--- config.mk ---
export PLATFORM = sky130hd
export DESIGN_NAME = tick_timer_top
export DESIGN_NICKNAME = d
export VERILOG_FILES = /design/src/rtl/tick_pkg.sv /design/src/rtl/tick_prescaler.sv /design/src/rtl/tick_period.sv /design/src/rtl/tick_timer_top.sv
export SDC_FILE = /design/constraint.sdc
export NUM_CORES = 1
export LEC_CHECK = 0
export BUFFER_PORTS_ARGS = -buffer_cell sky130_fd_sc_hd__buf_2
export CORE_MARGIN = 3
export CORE_UTILIZATION = 35
export DETAILED_ROUTE_END_ITERATION = 8
export GPL_TIMING_DRIVEN = 1
export SLEW_MARGIN = 25
export SYNTH_ARGS = -nofsm -noshare
export SYNTH_HDL_FRONTEND = slang
export SYNTH_SLANG_ARGS = --single-unit
--- constraint.sdc ---
create_clock -name clk -period 5.9 [get_ports clk]
set_input_delay 0.59 -clock clk [delete_from_list [all_inputs] [get_ports clk]]
set_output_delay 0.59 -clock clk [all_outputs]
set_load 0.1 [all_outputs]
--- src/rtl/tick_pkg.sv ---
package tick_pkg;
    localparam int RELOAD_W = 9;
    localparam int DATA_W   = 32;

    typedef struct packed {
        logic [RELOAD_W-1:0] reload;
        logic                irq;
    } ctl_state_t;
endpackage

--- src/rtl/tick_prescaler.sv ---
module tick_prescaler #(
    parameter int CLK_PER_MS = 50000
) (
    input  logic clk,
    input  logic rst_n,
    input  logic restart,
    output logic ms_tick
);
    localparam int CNT_W = (CLK_PER_MS > 1) ? $clog2(CLK_PER_MS) : 1;
    localparam logic [CNT_W-1:0] LAST = CNT_W'(CLK_PER_MS - 1);

    logic [CNT_W-1:0] cnt_d, cnt_q;

    always_comb begin
        ms_tick = (cnt_q == LAST);
        cnt_d   = cnt_q;
        if (restart || ms_tick) begin
            cnt_d = '0;
        end else begin
            cnt_d = cnt_q + 1'b1;
        end
    end

    always_ff @(posedge clk) begin
        if (!rst_n) begin
            cnt_q <= '0;
        end else begin
            cnt_q <= cnt_d;
        end
    end
endmodule

--- src/rtl/tick_period.sv ---
module tick_period #(
    parameter int RELOAD_W = 9
) (
    input  logic                clk,
    input  logic                rst_n,
    input  logic                restart,
    input  logic                ms_tick,
    input  logic [RELOAD_W-1:0] reload,
    output logic                expire,
    output logic [RELOAD_W-1:0] ms_cnt
);
    logic [RELOAD_W-1:0] ms_d, ms_q;

    always_comb begin
        expire = ms_tick && (ms_q == reload);
        ms_d   = ms_q;
        if (restart || expire) begin
            ms_d = '0;
        end else if (ms_tick) begin
            ms_d = ms_q + 1'b1;
        end
    end

    always_ff @(posedge clk) begin
        if (!rst_n) begin
            ms_q <= '0;
        end else begin
            ms_q <= ms_d;
        end
    end

    assign ms_cnt = ms_q;
endmodule

--- src/rtl/tick_timer_top.sv ---
module tick_timer_top
    import tick_pkg::*;
#(
    parameter int                CLK_PER_MS = 50000,
    parameter int                ADDR_W     = 4,
    parameter logic [ADDR_W-1:0] RELOAD_OFS = 4'h0,
    parameter logic [ADDR_W-1:0] ACK_OFS    = 4'h8
) (
    input  logic              clk,
    input  logic              rst_n,
    input  logic              bus_wr,
    input  logic              bus_rd,
    input  logic [ADDR_W-1:0] bus_addr,
    input  logic [DATA_W-1:0] bus_wdata,
    output logic              tick_irq
);
    ctl_state_t          st_d, st_q;
    logic                wr_reload;
    logic                rd_ack;
    logic                ms_tick;
    logic                expire;
    logic [RELOAD_W-1:0] ms_cnt;
    logic [RELOAD_W-1:0] reload_cur;
    logic                unused_wdata_hi;

    assign wr_reload       = bus_wr && (bus_addr == RELOAD_OFS);
    assign rd_ack          = bus_rd && (bus_addr == ACK_OFS);
    assign unused_wdata_hi = ^bus_wdata[DATA_W-1:RELOAD_W];
    assign reload_cur      = st_q.reload;

    tick_prescaler #(.CLK_PER_MS(CLK_PER_MS)) i_pre (
        .clk     (clk),
        .rst_n   (rst_n),
        .restart (wr_reload),
        .ms_tick (ms_tick)
    );

    tick_period #(.RELOAD_W(RELOAD_W)) i_per (
        .clk     (clk),
        .rst_n   (rst_n),
        .restart (wr_reload),
        .ms_tick (ms_tick),
        .reload  (st_q.reload),
        .expire  (expire),
        .ms_cnt  (ms_cnt)
    );

    // Priority: reload write, then expiry, then acknowledge.
    always_comb begin
        st_d = st_q;
        if (wr_reload) begin
            st_d.reload = bus_wdata[RELOAD_W-1:0];
            st_d.irq    = 1'b0;
        end else if (expire) begin
            st_d.irq = 1'b1;
        end else if (rd_ack) begin
            st_d.irq = 1'b0;
        end
    end

    always_ff @(posedge clk) begin
        if (!rst_n) begin
            st_q <= '0;
        end else begin
            st_q <= st_d;
        end
    end

    assign tick_irq = st_q.irq;
endmodule

# == Word level (Yosys, flattened, before mapping) ==
# Cells that the tools add are included.
# Widths: inputs -> output; s select.
# totals
register_bits,35
in_bits,40
out_inout_bits,1
# op_classes
add_sub_neg,2
n_eq_ne,3
mux,2
bitwise_logic,1
n_reduce_logical,10
# ops
operator,n
$add 16x1->16 const B,1
$eq 16x16->1 const B,1
$add 9x1->9 const B,1
$eq 9x9->1,1
$reduce_or 2->1,3
$eq 4x4->1 const B,1
$logic_not 4->1,1
$logic_and 1x1->1,3
$logic_or 1x1->1,2
$mux 1,2
$reduce_bool 2->1,1
$not 1->1,1

# == Depth between registers and ports, before layout ==
# Gate-level depths: netlist (run 1).
# logic_depth
word_depth,4
depth_mapped,7
mapped_depth_nobuf,6

# == By module ==
# From an unflattened synthesis (run 1), not the netlist that was laid out.
# hier_totals
hier_cells,181
hier_area_um2,1715.4
# modules_own_cells
module,instances,cells_per_inst,area_per_inst_um2,seq_area_each_um2
tick_prescaler,1,80,799.5,320.3
tick_period,1,55,490.5,180.2
tick_timer_top,1,46,425.4,200.2

# == Least setup slack after synthesis (run 1) ==
# OpenSTA, ideal clock, no wires.
# synth_path
kind,reg2reg
startpoint,register i_pre.cnt_q[4]
endpoint,"register i_per.ms_q[5], in the netlist i_per.ms_cnt[5]"
setup_time_ps,70
arrival_ps,2073
setup_slack_ps,3756
stages_incl_launch_ff,6
period_less_slack_ps,2144
cell_sequence,dfxtp_1 > or4_1 > or4_4 > buf_6 > or4_1 > a21oi_1
# synth_via
elab_chain_cells,4
# synth_lines
item,line,text
start: declaration,tick_prescaler.sv:12,"logic [CNT_W-1:0] cnt_d, cnt_q;"
start signal: assignment,tick_prescaler.sv:28,cnt_q <= cnt_d;
$eq 16x16->1 (*),tick_prescaler.sv:15,ms_tick = (cnt_q == LAST);
$logic_and 1x1->1,tick_period.sv:15,expire = ms_tick && (ms_q == reload);
$logic_or 1x1->1,tick_period.sv:17,if (restart || expire) begin
$reduce_or 2->1 (no line),n/a,
end signal: assignment,tick_period.sv:28,ms_q <= ms_d;
end: declaration,tick_period.sv:12,"logic [RELOAD_W-1:0] ms_d, ms_q;"
# Mark *: on every way between the ends. The rest lies on a longest branch, timed or not.
# A chain may end at the register's enable or synchronous reset.

# == Worst setup path after layout (run 1) ==
# layout_path
startpoint,register i_pre.cnt_q[4]
endpoint,"register i_per.ms_q[3], in the netlist i_per.ms_cnt[3]"
# Same word-level chain as after synthesis.

==> summary.md, run 1 <==
| Metric | Value |
|---|---|
| Status | `finished clean` |
| Global route overflow | `0` |
| Area leader, netlist | `dfxtp_1` |
| Worst hold path type | `reg -> reg` |
| Pleak | `0.773 nW` |
| Post-DRT Antenna Nets | `0` |
| FF+latch count, synth | `35` |
| Post-Syn Instances | `187` |
| DP Wirelength | `2110 um` |
| Unrepaired setup endpoints after global routing | `false` |
| Critical path fanouts, max | `20` |
| CTS Sinks | `35` |
| Post-synth EDFFs | `0` |
| Pwr Density | `261 nW/um2` |
| Max rail drop VDD | `0.000147 V` |
| Critical Path AT | `2490 ps` |
| Synth top area share | `0.426` |
| Post-DR vias/cell | `4.99` |
| Post-Route WL | `3050 um` |
| DR vias | `1272` |
| Die footprint | `5560 um2` |
| Pre-CTS setup slack | `3480 ps` |
| Initial core utilization | `0.370` |
| Row count | `24` |
| Htree depth | `2` |
| Final Power | `488 uW` |
| Fill count | `460` |
| Multi-input gate area | `897 um2` |
| Root buffer cell | `clkbuf_8` |
| Mapped Area | `1650 um2` |
| Worst Max-Slew Pin Slew | `670 ps` |
| Die height | `74.6 um` |
| Antenna violations before repair | `0` |
| Routed len/inst | `11.9 um` |
| Mapped Avg Cell Area | `8.81 um2` |
| Async S/R FF share, synth | `0` |
| Clock Path Buffers | `2` |
| Post-CTS Setup Bufs | `0` |
| Total CTS buffers | `5` |
| Util after Layout | `0.421` |
| Area growth from synthesis to layout | `13.8%` |
| Setup WS post-layout | `3620 ps` |
| Register area | `701 um2` |
| Post-Syn Nets | `229` |
| Critical Path End Type | `flip-flop` |
| Yosys warns | `0` |
| Final Setup Violations | `0` |
| Port bufs | `17` |
| Slew headroom | `0.552` |
| N_diodes | `0` |
| Final nets | `244` |
| Most used DFF post-synth | `dfxtp_1` |
| Die Width | `74.6 um` |
| Number of global-route vias before repair | `1158` |
| Post-layout min period | `2280 ps` |
| Max-slew violations | `0` |
| Worst EP required | `6110 ps` |
| Post-synthesis sequential area ratio | `0.426` |
| CTS tree | `built` |
| TNS Setup | `0 ps` |
| Resize count post-CTS | `0` |
| Distinct cells, synth | `31` |
| Worst Clk Skew | `9.12 ps` |
| Hold Vio Cnt, Final | `0` |
| Startpoint types | `flip-flop` |
| Synth area leaders | `dfxtp_1, xor2_1, mux2i_1` |
| Drt initial violations | `45` |
| CORE AREA | `4440 um2` |
| Crit Path Category | `reg -> reg` |
| CTS clk-pin slew, worst paths | `80 ps` |
| First-pass GRT wire length | `5310 um` |
| Hold Buf Count CTS | `0` |
| I/O pin cnt | `41` |
| Fmax achieved | `439 MHz` |
| Worst skew pair latency | `290 ps` |
| DRC Markers | `0` |
| Routability-driven placement congestion ratio | `0.708` |
| Fraction of layout instances using a drive strength above 1 | `0.138` |
| Total track usage | `0.123` |
| Max-capacitance violation count | `0` |
| Largest net degree at the start of global routing | `21` |
| Final period utilization | `0.386` |
| DR pass1 iterations | `4` |
-- where the power goes --
group	total [mW]	switching, mW	internal (mW)
logic	0.0210	0.0112	0.00976
registers	0.241	0.00186	0.239
clock network	0.227	0.0901	0.137
-- area by class of cell --
cell class / instances / area share
Inverter: 2 / 0.00401
Tap cell: 52 / 0.0347
Multi-Input combinational cell: 141 / 0.479
Sequential cell: 35 / 0.374
Timing Repair Buffer: 17 / 0.0454
Clock buffer: 6 / 0.0441
Clock inverter: 2 / 0.0187
-- cell families after synthesis --
family | after synthesis | share of synthesized area
buffers and inverters | 11 | 0.0296
AOI/OAI and AO/OA | 16 | 0.0578
DFF | 35 | 0.426
adders and majority gates | 2 | 0.0152
and+or+nand+nor | 92 | 0.300
muxes | 9 | 0.0547
xor gates and xnor gates | 22 | 0.117
-- through the flow --
step | hold WS, ps | instance area [um2] | instances
2_1_floorplan | 418 | 1650 | 187
3_3_place_gp | 436 | 1760 | 247
3_5_place_dp | 444 | 1760 | 247
4_1_cts | 457 | 1870 | 255
5_1_grt | 479 | 1870 | 255
6_report | 462 | 1870 | 255
-- cell usage after synthesis (4+ instances only) --
cell      number
nand3_1       13
or4_1          6
nand2_1       16
nor2b_1       12
mux2i_1        9
clkbuf_1       8
nor3_1         4
dfxtp_1       35
a21oi_1        7
xnor2_1        6
xor2_1        16
nor2_1        20
nand4_1        4
-- critical path: stages (launching register included) --
cell and delay, ps:
dfxtp_1 360, or4_1 530, or4_4 630, or4_1 530, a31oi_1 160
-- flip-flops by register name, summed over array words and instances (netlist names) --
signal        flops
tick_irq          1
i_per.ms_cnt      9
i_pre.cnt_q      16
reload_cur        9
-- path summary, 6_finish.rpt --
path / startpoint / depth (start not counted) / slack (ps) / endpoint
worst max-delay path: i_pre.cnt_q[4]$_SDFF_PP0_ / 4 / 3620 / i_per.ms_cnt[3]$_SDFFE_PP0P_
worst min-delay path: i_pre.cnt_q[0]$_SDFF_PP0_ / 1 / 460 / i_pre.cnt_q[0]$_SDFF_PP0_
worst max register to register: i_pre.cnt_q[4]$_SDFF_PP0_ / 4 / 3620 / i_per.ms_cnt[3]$_SDFFE_PP0P_
worst min register to register: i_pre.cnt_q[0]$_SDFF_PP0_ / 1 / 460 / i_pre.cnt_q[0]$_SDFF_PP0_
-- cells in the final DEF (no fill, tap or decap), types with 2 or more instances in the layout --
cell type | synthesis | layout
o21ai_0 | 3 | 3
nor2_1 | 20 | 20
ha_1 | 2 | 2
a2bb2oi_1 | 3 | 3
nand4_1 | 4 | 4
inv_1 | 2 | 2
nor2b_1 | 12 | 12
or3_1 | 3 | 3
a21oi_1 | 7 | 7
a31oi_1 | 3 | 3
or4_1 | 6 | 6
buf_2 | 0 | 17
and3_1 | 3 | 3
nand2_1 | 16 | 16
xnor2_1 | 6 | 6
nand3_1 | 13 | 13
clkbuf_8 | 0 | 6
mux2i_1 | 9 | 9
dfxtp_1 | 35 | 35
xor2_1 | 16 | 16
nor3_1 | 4 | 4
and4_1 | 2 | 2
-- metal layers --
layer	track usage	vias to the layer above	wire, um
met3	0.0405	7	135
met5	0	-	0
met4	0.0534	0	66
met2	0.172	26	1260
li1	-	673	-
met1	0.172	566	1580
Power figures use the tool's default switching activity.
==> inputs of run 2 (changes only) <==
Clock period 5.9 ns to 2 ns, I/O delays scaled along.
==> summary.md, run 2 (synthesis results as in run 1) <==
| Metric | Value |
|---|---|
| Source of the critical timing path | `i_pre.cnt_q[4]$_SDFF_PP0_` |
| Max-capacitance violation count | `0 (unchanged)` |
| DP Wirelength | `2300 um (+9.2%)` |
| Fmax achieved | `482 MHz (+9.9%)` |
| Pwr Density | `610 nW/um2 (+130%)` |
| Worst Max-Slew Pin Slew | `491 ps (-179 ps)` |
| Worst skew pair latency | `280 ps (about the same)` |
| CORE AREA | `4440 um2 (unchanged)` |
| Post-Route WL | `3380 um (+11%)` |
| Max rail drop VDD | `0.000264 V (+79%)` |
| Post-DRT Antenna Nets | `0 (unchanged)` |
| Routability-driven placement congestion ratio | `0.787 (+11%)` |
| Die footprint | `5560 um2 (unchanged)` |
| N_diodes | `0 (unchanged)` |
| Routed len/inst | `12.4 um (+4.2%)` |
| Post-DR vias/cell | `5.10 (+2.2%)` |
| Row count | `24 (unchanged)` |
| Critical Path AT | `2280 ps (-210 ps)` |
| Die Width | `74.6 um (unchanged)` |
| Placed Instances | `262 (+6.1%)` |
| Startpoint types | `flip-flop` |
| Root buffer cell | `clkbuf_8` |
| Pleak | `0.852 nW (+10%)` |
| CTS clk-pin slew, worst paths | `60 ps (-20 ps)` |
| Post-layout min period | `2070 ps (-206 ps)` |
| Number of global-route vias before repair | `1357 (+17%)` |
| Final nets | `263 (+7.8%)` |
| Hold_ws | `174 ps (-288 ps)` |
| Worst Reg-to-Reg Cells | `5 (+1)` |
| Worst hold path type | `in -> reg` |
| Worst path slowest cell | `or4_4` |
| Unrepaired setup endpoints after global routing | `true` |
| Worst r2r src | `i_pre.cnt_q[4]$_SDFF_PP0_` |
| Final Non-Filler Cells | `272 (+6.7%)` |
| Final period utilization | `1.04 (+0.651)` |
| DRC Markers | `0 (unchanged)` |
| Cell Area, Placed | `1880 um2 (+7.3%)` |
| Port bufs | `17 (unchanged)` |
| Hold Vio Cnt, Final | `0 (unchanged)` |
| Reg with most FFs | `i_pre.cnt_q` |
| Most frequent cells in the layout | `dfxtp_1, nor2_1, buf_2` |
| Total CTS buffers | `5 (unchanged)` |
| Number of flip-flops in the largest register | `16 (unchanged)` |
| CP most frequent cell | `or4_4` |
| Antenna violations before repair | `0 (unchanged)` |
| Setup WS post-layout | `-74.5 ps (-3690 ps)` |
| Critical path fanouts, max | `5 (-75%)` |
| Area growth from synthesis to layout | `23.1%` |
| Critical Path End Type | `flip-flop` |
| Util after Layout | `0.456 (+0.0346)` |
| Most common cell after layout, fill and taps aside | `dfxtp_1` |
| Reg-to-reg endpoint | `i_per.ms_cnt[7]$_SDFFE_PP0P_` |
| Status | `finished with violations` |
| Htree depth | `2 (unchanged)` |
| Worst Clk Skew | `6.67 ps (-2.46 ps)` |
| R2r setup slk | `-70 ps (-3690 ps)` |
| Total track usage | `0.144 (+0.0207)` |
| Cell Chain, Critical Path | `or4_4 -> buf_4 -> or4_4 -> or4_1 -> a21oi_1` |
| CP max stage delay | `540 ps (-90 ps)` |
| Slew headroom | `0.670 (+0.118)` |
| CTS Sinks | `35 (unchanged)` |
| Global route overflow | `0 (unchanged)` |
| Drt initial violations | `38 (-16%)` |
| Largest net degree at the start of global routing | `16 (-24%)` |
| DR pass1 iterations | `4 (unchanged)` |
| Max-slew violations | `0 (unchanged)` |
| DR vias | `1386 (+9.0%)` |
| First-pass GRT wire length | `6130 um (+16%)` |
| CTS tree | `built` |
| Post-layout instance area | `2030 um2 (+8.2%)` |
| Critical Path Sink | `i_per.ms_cnt[7]$_SDFFE_PP0P_` |
| Failing checks | `setup timing` |
| Initial core utilization | `0.370 (unchanged)` |
| Hold Buf Count CTS | `0 (unchanged)` |
| I/O pin cnt | `41 (unchanged)` |
| Final Setup Violations | `16 (+16)` |
| Fraction of layout instances using a drive strength above 1 | `0.236 (+0.0984)` |
| Clock Path Buffers | `2 (unchanged)` |
| Worst EP required | `2200 ps (-3910 ps)` |
| Die height | `74.6 um (unchanged)` |
| Crit Path Category | `reg -> reg` |
[run 2: cell types whose count changed in the layout (fill, tap and decap cells not counted), sizes merged]
| cell | change |
|---|---|
| buf | +18 |
| bufinv | -1 |
| clkinv | -1 |
| or4 | +1 |
[run 2: repair_timing]
item	4_1_cts	5_1_grt
endpoints found under the setup margin	23	24
buffers inserted	2	1
gates cloned	1	0
gates resized for setup	4	8
pin swaps	3	11
[run 2: routing by layer]
layer | track usage | wire [um] | up-vias
met4 | 0.0632 | 55 | 0
li1 | - | - | 719
met1 | 0.183 | 1700 | 644
met2 | 0.226 | 1530 | 18
met3 | 0.0405 | 100 | 5
met5 | 0 | 0 | -
[run 2: worst min-delay path by stage]
stage | slack (ps) | endpoint | start | cells past startpoint
after floorplan | 370 | reload_cur[0]$_SDFFE_PN0P_ | bus_wdata[0] | 2
after global placement | 460 | reload_cur[3]$_SDFFE_PN0P_ | bus_wdata[3] | 3
after detailed placement | 460 | reload_cur[6]$_SDFFE_PN0P_ | bus_wdata[6] | 3
after CTS | 170 | reload_cur[1]$_SDFFE_PN0P_ | bus_wdata[1] | 3
after global routing | 180 | reload_cur[6]$_SDFFE_PN0P_ | bus_wdata[6] | 3
final | 170 | reload_cur[1]$_SDFFE_PN0P_ | bus_wdata[1] | 3
[run 2: layout make-up]
type | count | area, um2
sequential | 35 | 703
timing repair buffer | 35 | 236
multi-input combinational | 142 | 942
inverter | 2 | 7.51
fill | 456 | 2420
tap | 52 | 65.1
clock buffer | 6 | 72.6
[run 2: critical path: cells and delay by family (launching register included)]
| kind | cells | cell delay [ps] |
|---|---|---|
| AND/OR/NAND/NOR | 3 | 1400 |
| buffers and inverters | 1 | 150 |
| AO/OA/AOI/OAI | 1 | 120 |
| flip-flops | 1 | 320 |
[run 2: power breakdown]
part | switching (mW) | total (mW) | leakage, nW | internal [mW]
logic | 0.0382 | 0.0762 | 0.531 | 0.0380
registers | 0.00443 | 0.709 | 0.284 | 0.705
clock network | 0.220 | 0.452 | 0.0371 | 0.232
[run 2: per-stage QoR]
step                      worst slack, ps  TNS [ps]  power (mW)
after global placement              -96.2      -308       0.800
after detailed placement             -107      -352       0.800
after CTS                           -73.0      -145        1.26
final                               -74.5      -356        1.24
after global routing                 -140     -1970        1.30
after floorplan                     -37.9     -37.9       0.765
